File: src/rtl/hts_pkg.sv
// Shared types and helpers for the single-wire responder emulator.
// Assumes nothing beyond elaboration-time constant arguments.
package hts_pkg;

    typedef enum logic [2:0] {
        ST_IDLE,
        ST_WAIT,
        ST_ACK_LO,
        ST_ACK_HI,
        ST_BIT_LO,
        ST_BIT_HI,
        ST_END_LO
    } phase_t;

    function automatic int unsigned umax(input int unsigned a, input int unsigned b);
        return (a > b) ? a : b;
    endfunction

    function automatic logic pulls_low(input phase_t p);
        return (p == ST_ACK_LO) || (p == ST_BIT_LO) || (p == ST_END_LO);
    endfunction

endpackage

File: src/rtl/hts_blackout.sv
// Power-up blackout timer: raises ready after POWERUP_US ticks following
// reset and keeps it high until the next reset. Assumes tick is a 1-clock enable.
module hts_blackout #(
    parameter int unsigned POWERUP_US = 1_000_000
) (
    input  logic clk,
    input  logic rst_n,
    input  logic tick,
    output logic ready
);
    localparam int unsigned CW = $clog2(POWERUP_US + 1);

    logic [CW-1:0] cnt;

    // Count ticks until the blackout has elapsed, then hold ready.
    always_ff @(posedge clk) begin
        if (!rst_n) begin
            cnt   <= '0;
            ready <= 1'b0;
        end else if (!ready && tick) begin
            if (cnt == CW'(POWERUP_US - 1)) ready <= 1'b1;
            cnt <= cnt + 1'b1;
        end
    end
endmodule

File: src/rtl/hts_start_detect.sv
// Host start detector: synchronises the line and counts consecutive low ticks
// while armed. It pulses start_ok for one clock when the line returns high
// after at least START_MIN_US low ticks. Assumes line_in is asynchronous.
module hts_start_detect #(
    parameter int unsigned START_MIN_US = 18_000
) (
    input  logic clk,
    input  logic rst_n,
    input  logic tick,
    input  logic armed,
    input  logic line_in,
    output logic start_ok
);
    localparam int unsigned LW = $clog2(START_MIN_US + 1);

    logic [1:0]    sync_q;
    logic          line_s;
    logic [LW-1:0] low_cnt;

    assign line_s = sync_q[1];

    // Two-flop synchroniser; the line idles high.
    always_ff @(posedge clk) begin
        if (!rst_n) sync_q <= 2'b11;
        else        sync_q <= {sync_q[0], line_in};
    end

    // Saturating low-run counter and start qualification.
    always_ff @(posedge clk) begin
        if (!rst_n) begin
            low_cnt  <= '0;
            start_ok <= 1'b0;
        end else begin
            start_ok <= 1'b0;
            if (!armed) begin
                low_cnt <= '0;
            end else if (tick) begin
                if (!line_s) begin
                    if (low_cnt != LW'(START_MIN_US)) low_cnt <= low_cnt + 1'b1;
                end else begin
                    if (low_cnt == LW'(START_MIN_US)) start_ok <= 1'b1;
                    low_cnt <= '0;
                end
            end
        end
    end
endmodule

File: src/rtl/hts_frame.sv
// Frame register: on load it captures humidity, a zero byte, temperature,
// a zero byte and the modulo-256 byte sum. It shifts left by one bit on each
// shift. The top bit is the bit on air. Assumes load and shift are never both set.
module hts_frame #(
    parameter int unsigned BYTE_W = 8
) (
    input  logic                  clk,
    input  logic                  rst_n,
    input  logic                  load,
    input  logic                  shift,
    input  logic [BYTE_W-1:0]     hum,
    input  logic [BYTE_W-1:0]     temp,
    output logic [5*BYTE_W-1:0]   frame_q
);
    localparam int unsigned NBYTES = 5;
    localparam int unsigned FW     = NBYTES * BYTE_W;

    logic [BYTE_W-1:0] bytes [NBYTES];
    logic [FW-1:0]     packed_w;

    // Assemble byte lanes: data and reserved bytes, then the checksum.
    always_comb begin
        bytes[0] = hum;
        bytes[1] = '0;
        bytes[2] = temp;
        bytes[3] = '0;
        bytes[4] = BYTE_W'(hum + temp);
    end

    for (genvar g = 0; g < NBYTES; g++) begin : g_lane
        assign packed_w[FW-1-g*BYTE_W -: BYTE_W] = bytes[g];
    end

    // Capture at transaction start, shift MSB-first per sent bit.
    always_ff @(posedge clk) begin
        if (!rst_n)     frame_q <= '0;
        else if (load)  frame_q <= packed_w;
        else if (shift) frame_q <= {frame_q[FW-2:0], 1'b0};
    end
endmodule

File: src/rtl/humtemp_responder.sv
// Device-side emulator of a single-wire humidity/temperature link. It runs the
// phase sequencer (wait, acknowledge, 40 bits, end marker) on 1 MHz ticks and
// drives an open-drain enable. Assumes the host stays off the line while the
// block transmits.
module humtemp_responder
    import hts_pkg::*;
#(
    parameter int unsigned POWERUP_US     = 1_000_000,
    parameter int unsigned START_MIN_US   = 18_000,
    parameter int unsigned RESP_DELAY_US  = 30,
    parameter int unsigned ACK_LOW_US     = 80,
    parameter int unsigned ACK_HIGH_US    = 80,
    parameter int unsigned BIT_LOW_US     = 50,
    parameter int unsigned ZERO_HIGH_US   = 27,
    parameter int unsigned ONE_HIGH_US    = 70,
    parameter int unsigned END_LOW_US     = 50,
    parameter int unsigned BYTE_W         = 8
) (
    input  logic              clk,
    input  logic              rst_n,
    input  logic              tick_1us,
    input  logic              line_in,
    input  logic [BYTE_W-1:0] hum_int,
    input  logic [BYTE_W-1:0] temp_int,
    output logic              drive_low
);
    localparam int unsigned FRAME_W     = 5 * BYTE_W;
    localparam int unsigned IDX_W       = $clog2(FRAME_W);
    localparam int unsigned LONGEST_LOW = umax(ACK_LOW_US, umax(BIT_LOW_US, END_LOW_US));
    localparam int unsigned LONGEST     = umax(LONGEST_LOW,
                                          umax(umax(RESP_DELAY_US, ACK_HIGH_US),
                                               umax(ZERO_HIGH_US, ONE_HIGH_US)));
    localparam int unsigned TMR_W       = $clog2(LONGEST + 1);

    phase_t             state, state_n;
    logic [TMR_W-1:0]   tmr, phase_len;
    logic [IDX_W-1:0]   bit_idx;
    logic [FRAME_W-1:0] frame_q;
    logic               ready, start_ok, armed;
    logic               phase_done, load, shift, drive_q;

    assign armed     = ready && (state == ST_IDLE);
    assign load      = (state == ST_IDLE) && start_ok;
    assign shift     = (state == ST_BIT_HI) && phase_done;
    assign drive_low = drive_q;

    hts_blackout #(.POWERUP_US(POWERUP_US)) u_blackout (
        .clk   (clk),
        .rst_n (rst_n),
        .tick  (tick_1us),
        .ready (ready)
    );

    hts_start_detect #(.START_MIN_US(START_MIN_US)) u_start (
        .clk      (clk),
        .rst_n    (rst_n),
        .tick     (tick_1us),
        .armed    (armed),
        .line_in  (line_in),
        .start_ok (start_ok)
    );

    hts_frame #(.BYTE_W(BYTE_W)) u_frame (
        .clk     (clk),
        .rst_n   (rst_n),
        .load    (load),
        .shift   (shift),
        .hum     (hum_int),
        .temp    (temp_int),
        .frame_q (frame_q)
    );

    // Length in ticks of the current phase; bit-high length follows the bit on air.
    always_comb begin
        unique case (state)
            ST_WAIT:   phase_len = TMR_W'(RESP_DELAY_US);
            ST_ACK_LO: phase_len = TMR_W'(ACK_LOW_US);
            ST_ACK_HI: phase_len = TMR_W'(ACK_HIGH_US);
            ST_BIT_LO: phase_len = TMR_W'(BIT_LOW_US);
            ST_BIT_HI: phase_len = frame_q[FRAME_W-1] ? TMR_W'(ONE_HIGH_US)
                                                      : TMR_W'(ZERO_HIGH_US);
            ST_END_LO: phase_len = TMR_W'(END_LOW_US);
            default:   phase_len = '0;
        endcase
    end

    assign phase_done = tick_1us && (state != ST_IDLE) && (tmr == phase_len - TMR_W'(1));

    // Next phase of the transaction sequencer.
    always_comb begin
        state_n = state;
        unique case (state)
            ST_IDLE:   if (start_ok)   state_n = ST_WAIT;
            ST_WAIT:   if (phase_done) state_n = ST_ACK_LO;
            ST_ACK_LO: if (phase_done) state_n = ST_ACK_HI;
            ST_ACK_HI: if (phase_done) state_n = ST_BIT_LO;
            ST_BIT_LO: if (phase_done) state_n = ST_BIT_HI;
            ST_BIT_HI: if (phase_done) state_n = (bit_idx == IDX_W'(FRAME_W - 1))
                                                 ? ST_END_LO : ST_BIT_LO;
            ST_END_LO: if (phase_done) state_n = ST_IDLE;
            default:                   state_n = ST_IDLE;
        endcase
    end

    // Phase register, tick timer, bit index and registered line drive.
    always_ff @(posedge clk) begin
        if (!rst_n) begin
            state   <= ST_IDLE;
            tmr     <= '0;
            bit_idx <= '0;
            drive_q <= 1'b0;
        end else begin
            state   <= state_n;
            drive_q <= pulls_low(state_n);
            if (state_n != state)                 tmr <= '0;
            else if (tick_1us && state != ST_IDLE) tmr <= tmr + 1'b1;
            if (load)                                             bit_idx <= '0;
            else if (shift && bit_idx != IDX_W'(FRAME_W - 1))    bit_idx <= bit_idx + 1'b1;
        end
    end
endmodule

File: config.mk
export PLATFORM = sky130hd
export DESIGN_NAME = humtemp_responder
export DESIGN_NICKNAME = d
export VERILOG_FILES = /design/src/rtl/hts_pkg.sv /design/src/rtl/hts_blackout.sv /design/src/rtl/hts_start_detect.sv /design/src/rtl/hts_frame.sv /design/src/rtl/humtemp_responder.sv
export SDC_FILE = /design/constraint.sdc
export NUM_CORES = 1
export LEC_CHECK = 0
export CAP_MARGIN = 30
export CORE_AREA = 2 2 98 100
export CTS_CLUSTER_SIZE = 28
export DETAILED_ROUTE_END_ITERATION = 10
export DIE_AREA = 0 0 100 102
export PLACE_DENSITY = 0.76
export SYNTH_ARGS = -nofsm -noshare
export SYNTH_HDL_FRONTEND = slang
export SYNTH_SLANG_ARGS = --single-unit
File: constraint.sdc
create_clock -name clk -period 2.03 [get_ports clk]
set_input_delay 0.406 -clock clk [delete_from_list [all_inputs] [get_ports clk]]
set_output_delay 0.406 -clock clk [all_outputs]
set_load 0.005 [all_outputs]
# Word-level counts from Yosys, hierarchy flattened
# Cells that the tools add are included.
# Widths: inputs -> output; s select.
[classes]
n_addsub = 6
eq_ne = 16
bitwise_logic = 1
n_reduce_logical = 22
n_mux = 16
[op_table]
columns = ["operator", "count"]
rows = [
  ["$mux 40", 2],
  ["$mux 15", 2],
  ["$pmux 7 s4", 1],
  ["$mux 3", 7],
  ["$pmux 3 s7", 1],
  ["$add 20x1->20 const B", 1],
  ["$eq 20x20->1 const B", 1],
  ["$add 15x1->15 const B", 1],
  ["$eq 15x15->1 const B", 1],
  ["$eq 3x3->1 const B", 5],
  ["$ne 15x15->1 const B", 1],
  ["$eq 3x2->1 const B", 3],
  ["$add 8x8->8", 1],
  ["$reduce_or 2->1", 4],
  ["$add 7x1->7 const B", 1],
  ["$eq 7x7->1", 1],
  ["$logic_and 1x1->1", 7],
  ["$mux 7", 1],
  ["$sub 7x1->7 const B", 1],
  ["$add 6x1->6 const B", 1],
  ["$eq 6x6->1 const B", 1],
  ["$ne 6x6->1 const B", 1],
  ["$reduce_and 2->1", 3],
  ["$reduce_and 4->1", 1],
  ["10 further kinds", 12],
]
[totals]
output_inout_bits = 1
reg_bits = 96
wordCells = 72

# Logic depth before layout (Yosys ltp)
# Gate-level depths: netlist of run 1.
[logic_depth]
depth_word = 11
mapped_depth = 10

# Cells and area by module
# Synthesis of run 1 repeated with hierarchy kept, for this count alone.
[unflattened]
cells_unflattened = 589
hier_area_um2 = 5325.1
[modules_own_cells]
columns = ["module", "n_inst", "cells_each", "area_each_um2", "seq_area_each_um2"]
rows = [
  ["hts_frame", 1, 213, 2003.2, 800.8],
  ["humtemp_responder", 1, 152, 1271.2, 340.3],
  ["hts_blackout", 1, 113, 1047.3, 420.4],
  ["hts_start_detect", 1, 111, 1003.5, 360.3],
]

# Worst setup path before layout of run 1
# Ideal clock, no wire load.
[synth_path]
kind = "in2reg"
startpoint = "input port hum_int[1]"
endpoint = "register u_frame.frame_q[7]"
required_ns = 1.944
arrival_ns = 1.888
stages = 7
path_slack_ns = 0.057
n_path_buf = 0
cell_sequence = "ha_1 > a21o_1 > a211o_1 > a21oi_1 > a211oi_1 > a211o_1 > a211oi_1"
[synth_via]
elab_chain_cells = 2
[synth_lines]
columns = ["item", "line_no", "rtl"]
rows = [
  ["start, declared", "humtemp_responder.sv:23", "input logic [BYTE_W-1:0] hum_int,"],
  ["$add 8x8->8", "hts_frame.sv:27", "bytes[4] = BYTE_W'(hum + temp);"],
  ["$mux 40", "hts_frame.sv:37", "else if (load) frame_q <= packed_w;"],
  ["end signal, assigned", "hts_frame.sv:37", ""],
  ["end signal, assigned", "hts_frame.sv:38", "else if (shift) frame_q <= {frame_q[FW-2:0], 1'b0};"],
  ["end, declared", "hts_frame.sv:13", "output logic [5*BYTE_W-1:0] frame_q"],
]
# Every way passes these cells.
# A chain may end at the register's enable or synchronous reset.

# Worst setup path after layout of run 1
[layout_path]
startpoint = "register state[2]"
endpoint = "register bit_idx[0]"
[layout_via]
elab_chain_cells = 8
[layout_lines]
columns = ["item", "line_no", "rtl"]
rows = [
  ["start, declared", "humtemp_responder.sv:35", "phase_t state, state_n;"],
  ["start signal, assigned", "humtemp_responder.sv:113", "state <= state_n;"],
  ["$eq 3x3->1 or $eq 3x2->1 (tied branches)", "humtemp_responder.sv:75", "unique case (state)"],
  ["$reduce_or 2->1 (no line)", "-", ""],
  ["$pmux 7 s4", "humtemp_responder.sv:75", ""],
  ["$sub 7x1->7", "humtemp_responder.sv:87", "assign phase_done = tick_1us && (state != ST_IDLE) && (tmr == phase_len - TMR_W'(1));"],
  ["$eq 7x7->1", "humtemp_responder.sv:87", ""],
  ["$logic_and 1x1->1", "humtemp_responder.sv:87", ""],
  ["$logic_and 1x1->1", "humtemp_responder.sv:44", "assign shift = (state == ST_BIT_HI) && phase_done;"],
  ["$logic_and 1x1->1", "humtemp_responder.sv:118", "else if (shift && bit_idx != IDX_W'(FRAME_W - 1)) bit_idx <= bit_idx + 1'b1;"],
  ["end signal, assigned", "humtemp_responder.sv:118", ""],
  ["end, declared", "humtemp_responder.sv:37", "logic [IDX_W-1:0] bit_idx;"],
]
# Parallel ways exist; a longest one is shown, timed or not.

==> results of run 1 <==
==> what timing repair did <==
action	4_1_cts	5_1_grt
resized for setup	30	67
buffers inserted	3	1
hold buffers	0	0
pin swaps	19	24
cloned	0	2
setup endpoints to repair	57	60
==> routing by layer <==
layer / track usage [%] / up-vias / wire [µm] / part of all wire, %
met3: 3.35 / 26 / 559 / 4.5
met2: 41.2 / 122 / 6150 / 49
met1: 30.1 / 2243 / 5440 / 44
met4: 10.2 / 0 / 323 / 2.6
met5: 0 / - / 0 / 0
li1: - / 2225 / - / -
==> where the power goes <==
part / internal [µW] / leakage [µW] / switching (µW)
Sequential: 1900 / 0.000778 / 26.2
Clock: 809 / 0.000119 / 660
Combinational: 221 / 0.00141 / 257
Total: 2930 / 0.00231 / 942
==> critical path, stage by stage, from the launching register on <==
cell,delay [ps]
dfxtp_4,370
buf_6,130
a21o_1,170
a211oi_2,220
o211a_1,230
nand4_4,240
buf_6,200
or3_4,350
a21oi_2,120
==> layout by cell type (no fill, tap or decap), types with 12 or more instances in the layout <==
cell / n
a211oi_1: 14
a211oi_2: 12
a21boi_0: 12
a21oi_1: 32
buf_4: 58
clkdlybuf4s50_1: 13
dfxtp_1: 90
inv_1: 14
nand2_1: 28
nand3_1: 34
nor2_1: 77
o21ai_0: 25
xnor2_1: 24
xor2_1: 18
==> stage by stage <==
| step | cell area, µm² | setup TNS (ps) | cells |
|---|---|---|---|
| 2_1_floorplan | 4930 | 0 | 585 |
| 3_3_place_gp | 5600 | -13550 | 745 |
| 3_5_place_dp | 5600 | -16930 | 745 |
| 4_1_cts | 5950 | -52.8 | 762 |
| 5_1_grt | 6330 | -3040 | 764 |
| 6_report | 6330 | -931 | 764 |
==> cells by family (layout without fill, tap and decap cells) <==
kind of cell | count (synthesis) | in the layout
XOR/XNOR | 43 | 43
buffers and inverters | 54 | 122
flip-flops | 96 | 96
AND/OR/NAND/NOR | 217 | 217
adder cells (fa/ha/maj) | 13 | 13
multiplexers | 3 | 3
AO/OA/AOI/OAI | 159 | 159
==> cell type report <==
type	instances	area (µm²)
clock buffer	9	124
clock inverter	6	109
fill	683	2780
inverter	15	56.3
multi-input combinational	435	3120
sequential	96	1940
tap	111	139
timing repair buffer	92	845
==> sequential cells by signal (all words and copies together) (netlist names), 2 cells and up <==
signal and count:
bit_idx 6, state 3, tmr 7, u_blackout.cnt 20, u_frame.frame_q 40, u_start.low_cnt 15
u_start.sync_q 2
==> worst max-delay path by stage <==
stage	startpoint	end	slack (ps)	cells after the start
2_1_floorplan	hum_int[1]	u_frame.frame_q[7]	60	7
3_3_place_gp	hum_int[0]	u_frame.frame_q[6]	-390	10
3_5_place_dp	temp_int[0]	u_frame.frame_q[6]	-490	10
4_1_cts	state[1]	state[0]	-20	7
5_1_grt	state[1]	state[0]	-150	7
6_report	state[2]	bit_idx[0]	-80	8
==> qor.csv, run 1 <==
stage,metric,value,unit
status,status,"finished, violations left",
status,violated checks,negative setup slack,
hold_path,WHS Path Cells,1,
grt,initial antenna violation count,0,
grt,largest net degree at the start of global routing,27,
synth,synthesized flop and latch total,96,
floorplanning,core area,9110,µm²
sta,unrepaired setup endpoints after global routing,yes,
finish,diode count,0,
clock_network,clk slew on worst S/H paths,80,ps
hold_path,Hold EP,u_start.sync_q[1],
sta,worst slew pin tran,1110,ps
synth,Synth Instances,585,
placed_design,number of port buffers,20,
sta,period utilisation layout,104,%
finish,Post-Route Utilization,69.5,%
clock_network,H-tree levels,3,
drt,via count,4616,
synth,Syn Area/Cell,8.42,µm²
sta,WHS,416,ps
synth,xor/xnor cell area share of the yosys netlist,7.64,%
critical_path,Required @ worst endpoint,2330,ps
synth,post-synthesis sequential area ratio,39.0,%
synth,Synth area leader,dfxtp_1,
job,max-cap violations,0,
critical_path,Register-to-Register Path Depth,8,
synth,Syn. warnings,0,
drt,# DRC,0,
clock_network,TritonCTS buffer count,9,
clock_network,CTS max path bufs,2,
critical_path,r2r endpoint,bit_idx[0],
finish,nets,682,
pwr,PwrDens,612,nW/µm²
critical_path,Critical Path End Type,flip-flop,
floorplanning,Initial Util,54.1,%
placed_design,routability cong.,0.868,
synth,complex-gate fraction of the synthesized area,22.3,%
sta,Slew Limit Fails,0,
drt,Post-Route WL,12.5,mm
grt,global-route wire length before repair,19.8,mm
synth,fraction of synthesized area in multiplexers,0.609,%
sta,max_slew headroom,25.9,%
synth,ranking of synthesized cells by area,"dfxtp_1 39%, nor2_1 5.9%, xnor2_1 4.4%, a21oi_1 4.1%, nand3_1 3.5%",
synth,main flop type after synthesis,dfxtp_1,
drt,DRT antenna net count,0,
sta,f_max,475,MHz
synth,top-count cell post-synth,dfxtp_1,
sta,Final setup viols,25,
grt,vias in the first global route,4418,
synth,syn nets,618,
critical_path,worst r2r src,state[2],
finish,area grow syn2layout,28.5,%
synth,Async SR Flop Fraction,0,%
synth,Post-Synth Simple-Gate Area,21.9,%
synth,top cell type's share of synthesized area,39.0,%
floorplanning,Die W,100,µm
clock_network,clk_lat worst skew,370,ps
critical_path,Crit Path Class,flip-flop to flip-flop,
synth,largest family of logic cells by synthesized area,compound AO/OA/AOI/OAI gates,
hold_path,Hold Path Origin,u_start.sync_q[0],
synth,adder-cell share of the synthesized area,3.45,%
hold_path,Worst Hold Class,flip-flop to flip-flop,
clock_network,Root Buffer,clkbuf_8,
drt,vias per cell,6.04,
clock_network,CTS tree,built,
floorplanning,die area,10200,µm²
placed_design,dpl ws,-489,ps
pwr,leakage power,0.00231,µW
synth,number of flops mapped to enable cells by yosys,0,
synth,Synth cell types,61,
critical_path,reg2reg setup slack,-80,ps
drt,DRT Pass-1 Iters,5,
sta,Worst Skew,14.0,ps
floorplanning,Die Ht,102,µm
synth,synth cell count leaders,"96 x dfxtp_1, 77 x nor2_1, 40 x a21oi_1",
floorplanning,standard-cell rows,35,
pwr,Final Total Pwr,3870,µW
sta,"Hold Violations, Final",0,
sta,final worst slack,-75.7,ps
critical_path,WP data arrival,2410,ps
grt,grt ovf,0,
drt,Initial DRC Count,269,
critical_path,CP startpoint kind,flip-flop,
floorplanning,IO Count,21,
placed_design,post-DP HPWL,8.26,mm
clock_network,clock sinks,96,
pwr,Peak supply drop,399,µV
drt,DR WL/cell,16.3,µm
grt,global-route usage over all layers,23.9,%
finish,share of layout cells above drive strength 1,24.2,%
sta,Final min period,2110,ps
synth,synthesized area,4930,µm²
critical_path,CP Max Fanout,8,
Power figures use the tool's default switching activity.
==> run 2, diff against run 1 <==
--- a/config.mk
+++ b/config.mk
@@ -13,2 +13,3 @@
 export PLACE_DENSITY = 0.76
+export SLEW_MARGIN = 20
 export SYNTH_ARGS = -nofsm -noshare
==> constraint.sdc (replaced) <==
create_clock -name clk -period 2.03 [get_ports clk]
set_input_delay 0.5075 -clock clk [delete_from_list [all_inputs] [get_ports clk]]
set_output_delay 0.5075 -clock clk [all_outputs]
set_load 0.005 [all_outputs]
==> qor.csv, run 2 (same netlist as run 1, synthesis figures left out) <==
stage,metric,value,unit,change
finish,number of flip-flops under the largest register name,40,,unchanged
sta,Slew Limit Fails,0,,unchanged
clock_network,clk_lat worst skew,360,ps,about the same
grt,largest net degree at the start of global routing,25,,-7.4%
clock_network,Post-CTS Hold Buffers,0,,unchanged
pwr,clock network fraction of design power,34.4,%,-3.5 points
sta,f_max,481,MHz,+1.2%
floorplanning,Initial Util,54.1,%,unchanged
floorplanning,IO Count,21,,unchanged
finish,top flop regs,"u_frame.frame_q x40, u_blackout.cnt x20, u_start.low_cnt x15",,
critical_path,Critical Path End Type,flip-flop,,
hold_path,Hold Path Origin,u_start.sync_q[0],,
grt,grt ovf,0,,unchanged
sta,Final setup viols,14,,-44%
clock_network,CTS tree,built,,
critical_path,r2r endpoint,tmr[3],,
drt,DRT antenna net count,0,,unchanged
clock_network,TritonCTS buffer count,9,,unchanged
floorplanning,core area,9110,µm²,unchanged
finish,Post-Layout Inst Area,6100,µm²,-3.6%
placed_design,area post-placement,5570,µm²,-0.54%
hold_path,Worst Hold Class,flip-flop to flip-flop,,
critical_path,Register-to-Register Path Depth,9,,+1
sta,"Hold Violations, Final",0,,unchanged
drt,DRT Pass-1 Iters,4,,-1
finish,register area,1940,µm²,-0.19%
critical_path,CP dominant cell by count,buf_6,,
critical_path,Required @ worst endpoint,2320,ps,about the same
finish,share of layout cells above drive strength 1,22.9,%,-1.3 points
clock_network,Root Buffer,clkbuf_8,,
job,max-cap violations,0,,unchanged
placed_design,routability cong.,0.883,,+1.7%
clock_network,H-tree levels,3,,unchanged
sta,max_slew headroom,32.2,%,+6.3 points
pwr,Int Pwr,2680,µW,-8.5%
sta,Worst Skew,13.7,ps,-0.257 ps
drt,Initial DRC Count,289,,+7.4%
critical_path,worst r2r src,state[1],,
status,violated checks,negative setup slack,,
hold_path,WHS Path Cells,1,,unchanged
finish,area grow syn2layout,23.9,%,
critical_path,WP data arrival,2370,ps,-40 ps
sta,period utilisation layout,103,%,-1.2 points
clock_network,CTS max path bufs,2,,unchanged
finish,"most common cell after layout, fill and taps aside",dfxtp_1,,
critical_path,Crit Path Class,flip-flop to flip-flop,,
sta,worst slew pin tran,1020,ps,-93.1 ps
sta,final worst slack,-51.0,ps,+24.7 ps
clock_network,clock sinks,96,,unchanged
pwr,Peak supply drop,408,µV,+2.4%
critical_path,"Critical Path, Cell by Cell",buf_6 -> xor2_1 -> and3_1 -> a311o_1 -> nand4_4 -> buf_12 -> nand4_1 -> buf_6 -> a21oi_2,,
critical_path,slowest CP cell,dfxtp_4,,
drt,DR WL/cell,15.3,µm,-6.0%
floorplanning,Die W,100,µm,unchanged
critical_path,CP Max Fanout,22,,+14
critical_path,Top delay family on crit path,buffers and inverters,,
pwr,switch share,26.0,%,+1.6 points
critical_path,reg2reg setup slack,-50,ps,+20 ps
drt,vias per cell,5.84,,-3.3%
pwr,PwrDens,594,nW/µm²,-2.9%
clock_network,clk slew on worst S/H paths,100,ps,+20 ps
grt,global-route wire length before repair,19.9,mm,+0.35%
finish,most frequent cells in the layout,"91 x dfxtp_1, 77 x nor2_1, 50 x buf_4",,
sta,WHS,422,ps,+5.05 ps
pwr,combinational share of power,12.5,%,+0.2 points
floorplanning,standard-cell rows,35,,unchanged
hold_path,Hold EP,u_start.sync_q[1],,
drt,via count,4429,,-4.1%
finish,Top reg by flops,u_frame.frame_q,,
placed_design,number of port buffers,20,,unchanged
grt,vias in the first global route,4395,,-0.52%
sta,Final min period,2080,ps,-24.7 ps
finish,diode count,0,,unchanged
finish,nets,675,,-1.0%
critical_path,CP Buf/Inv Count,3,,+1
pwr,P_sw,941,µW,-0.12%
critical_path,CP max stage delay,390,ps,+20 ps
drt,# DRC,0,,unchanged
grt,global-route usage over all layers,23.8,%,-0.039 points
pwr,leakage power,0.00219,µW,-5.4%
drt,Post-Route WL,11.6,mm,-6.8%
finish,# fillers,719,,+5.3%
finish,footprint of the multi-input gates,3010,µm²,-3.6%
floorplanning,die area,10200,µm²,unchanged
critical_path,CP startpoint kind,flip-flop,,
floorplanning,Die Ht,102,µm,unchanged
pwr,sequential cell fraction of total power,53.1,%,+3.3 points
sta,unrepaired setup endpoints after global routing,yes,,
grt,initial antenna violation count,0,,unchanged
status,status,"finished, violations left",,
placed_design,post-DP HPWL,7.95,mm,-3.7%
[run 2: cell type report]
class	instances	share of cell area (%)
Tap cell	111	2.28
Clock inverter	6	1.07
Multi-Input combinational cell	435	49.3
Sequential cell	96	31.8
Clock buffer	10	2.09
Timing Repair Buffer	85	12.6
Inverter	15	0.923
[run 2: per-layer routing]
metal / vias to the layer above / global-route usage (%) / share of wire (%)
met2: 77 / 41.4 / 50
met5: - / 0 / 0
met1: 2128 / 29.9 / 45
met3: 16 / 3.76 / 3.8
met4: 0 / 9.38 / 1.6
li1: 2208 / - / -
[run 2: worst max-delay path by stage]
stage / startpoint / endpoint / slack, ps / depth (start not counted)
floorplan: hum_int[0] / u_frame.frame_q[6] / 4 / 9
global placement: hum_int[0] / u_frame.frame_q[6] / -480 / 10
detailed placement: temp_int[1] / u_frame.frame_q[7] / -520 / 8
CTS: state[1] / state[0] / -30 / 8
global route: u_frame.frame_q[39] / u_frame.frame_q[6] / -140 / 7
finish: state[1] / tmr[3] / -50 / 9
[run 2: repair_timing]
| item | CTS | global route |
|---|---|---|
| cloned | 0 | 0 |
| setup buffers | 2 | 2 |
| resized for setup | 27 | 57 |
| pin swaps | 10 | 10 |
| endpoints found under the setup margin | 56 | 59 |
[run 2: worst register-to-register path: stages (launching register included)]
cell and delay, ps:
dfxtp_4 390, buf_6 130, xor2_1 130, and3_1 200, a311o_1 330, nand4_4 150, buf_12 210, nand4_1 160
buf_6 190, a21oi_2 140
[run 2: power groups by stage]
stage | combinational [µW] | sequential (µW) | clock [µW]
floorplan | 234 | 1960 | 0
global placement | 385 | 1960 | 0
detailed placement | 394 | 1970 | 0
CTS | 400 | 1920 | 1280
global route | 497 | 1930 | 1360
finish | 453 | 1920 | 1250
[run 2: per-stage QoR]
| step | util (%) | setup TNS, ps | std cells | total power (µW) | setup WS, ps |
|---|---|---|---|---|---|
| 6_report | 67.0 | -387 | 758 | 3620 | -51.0 |
| 4_1_cts | 64.2 | -211 | 756 | 3610 | -32.3 |
| 2_1_floorplan | - | 0 | 585 | 2190 | 3.96 |
| 3_5_place_dp | 61.2 | -20740 | 738 | 2360 | -520 |
| 3_3_place_gp | 61.2 | -17880 | 738 | 2350 | -482 |
| 5_1_grt | 67.0 | -2280 | 758 | 3790 | -137 |
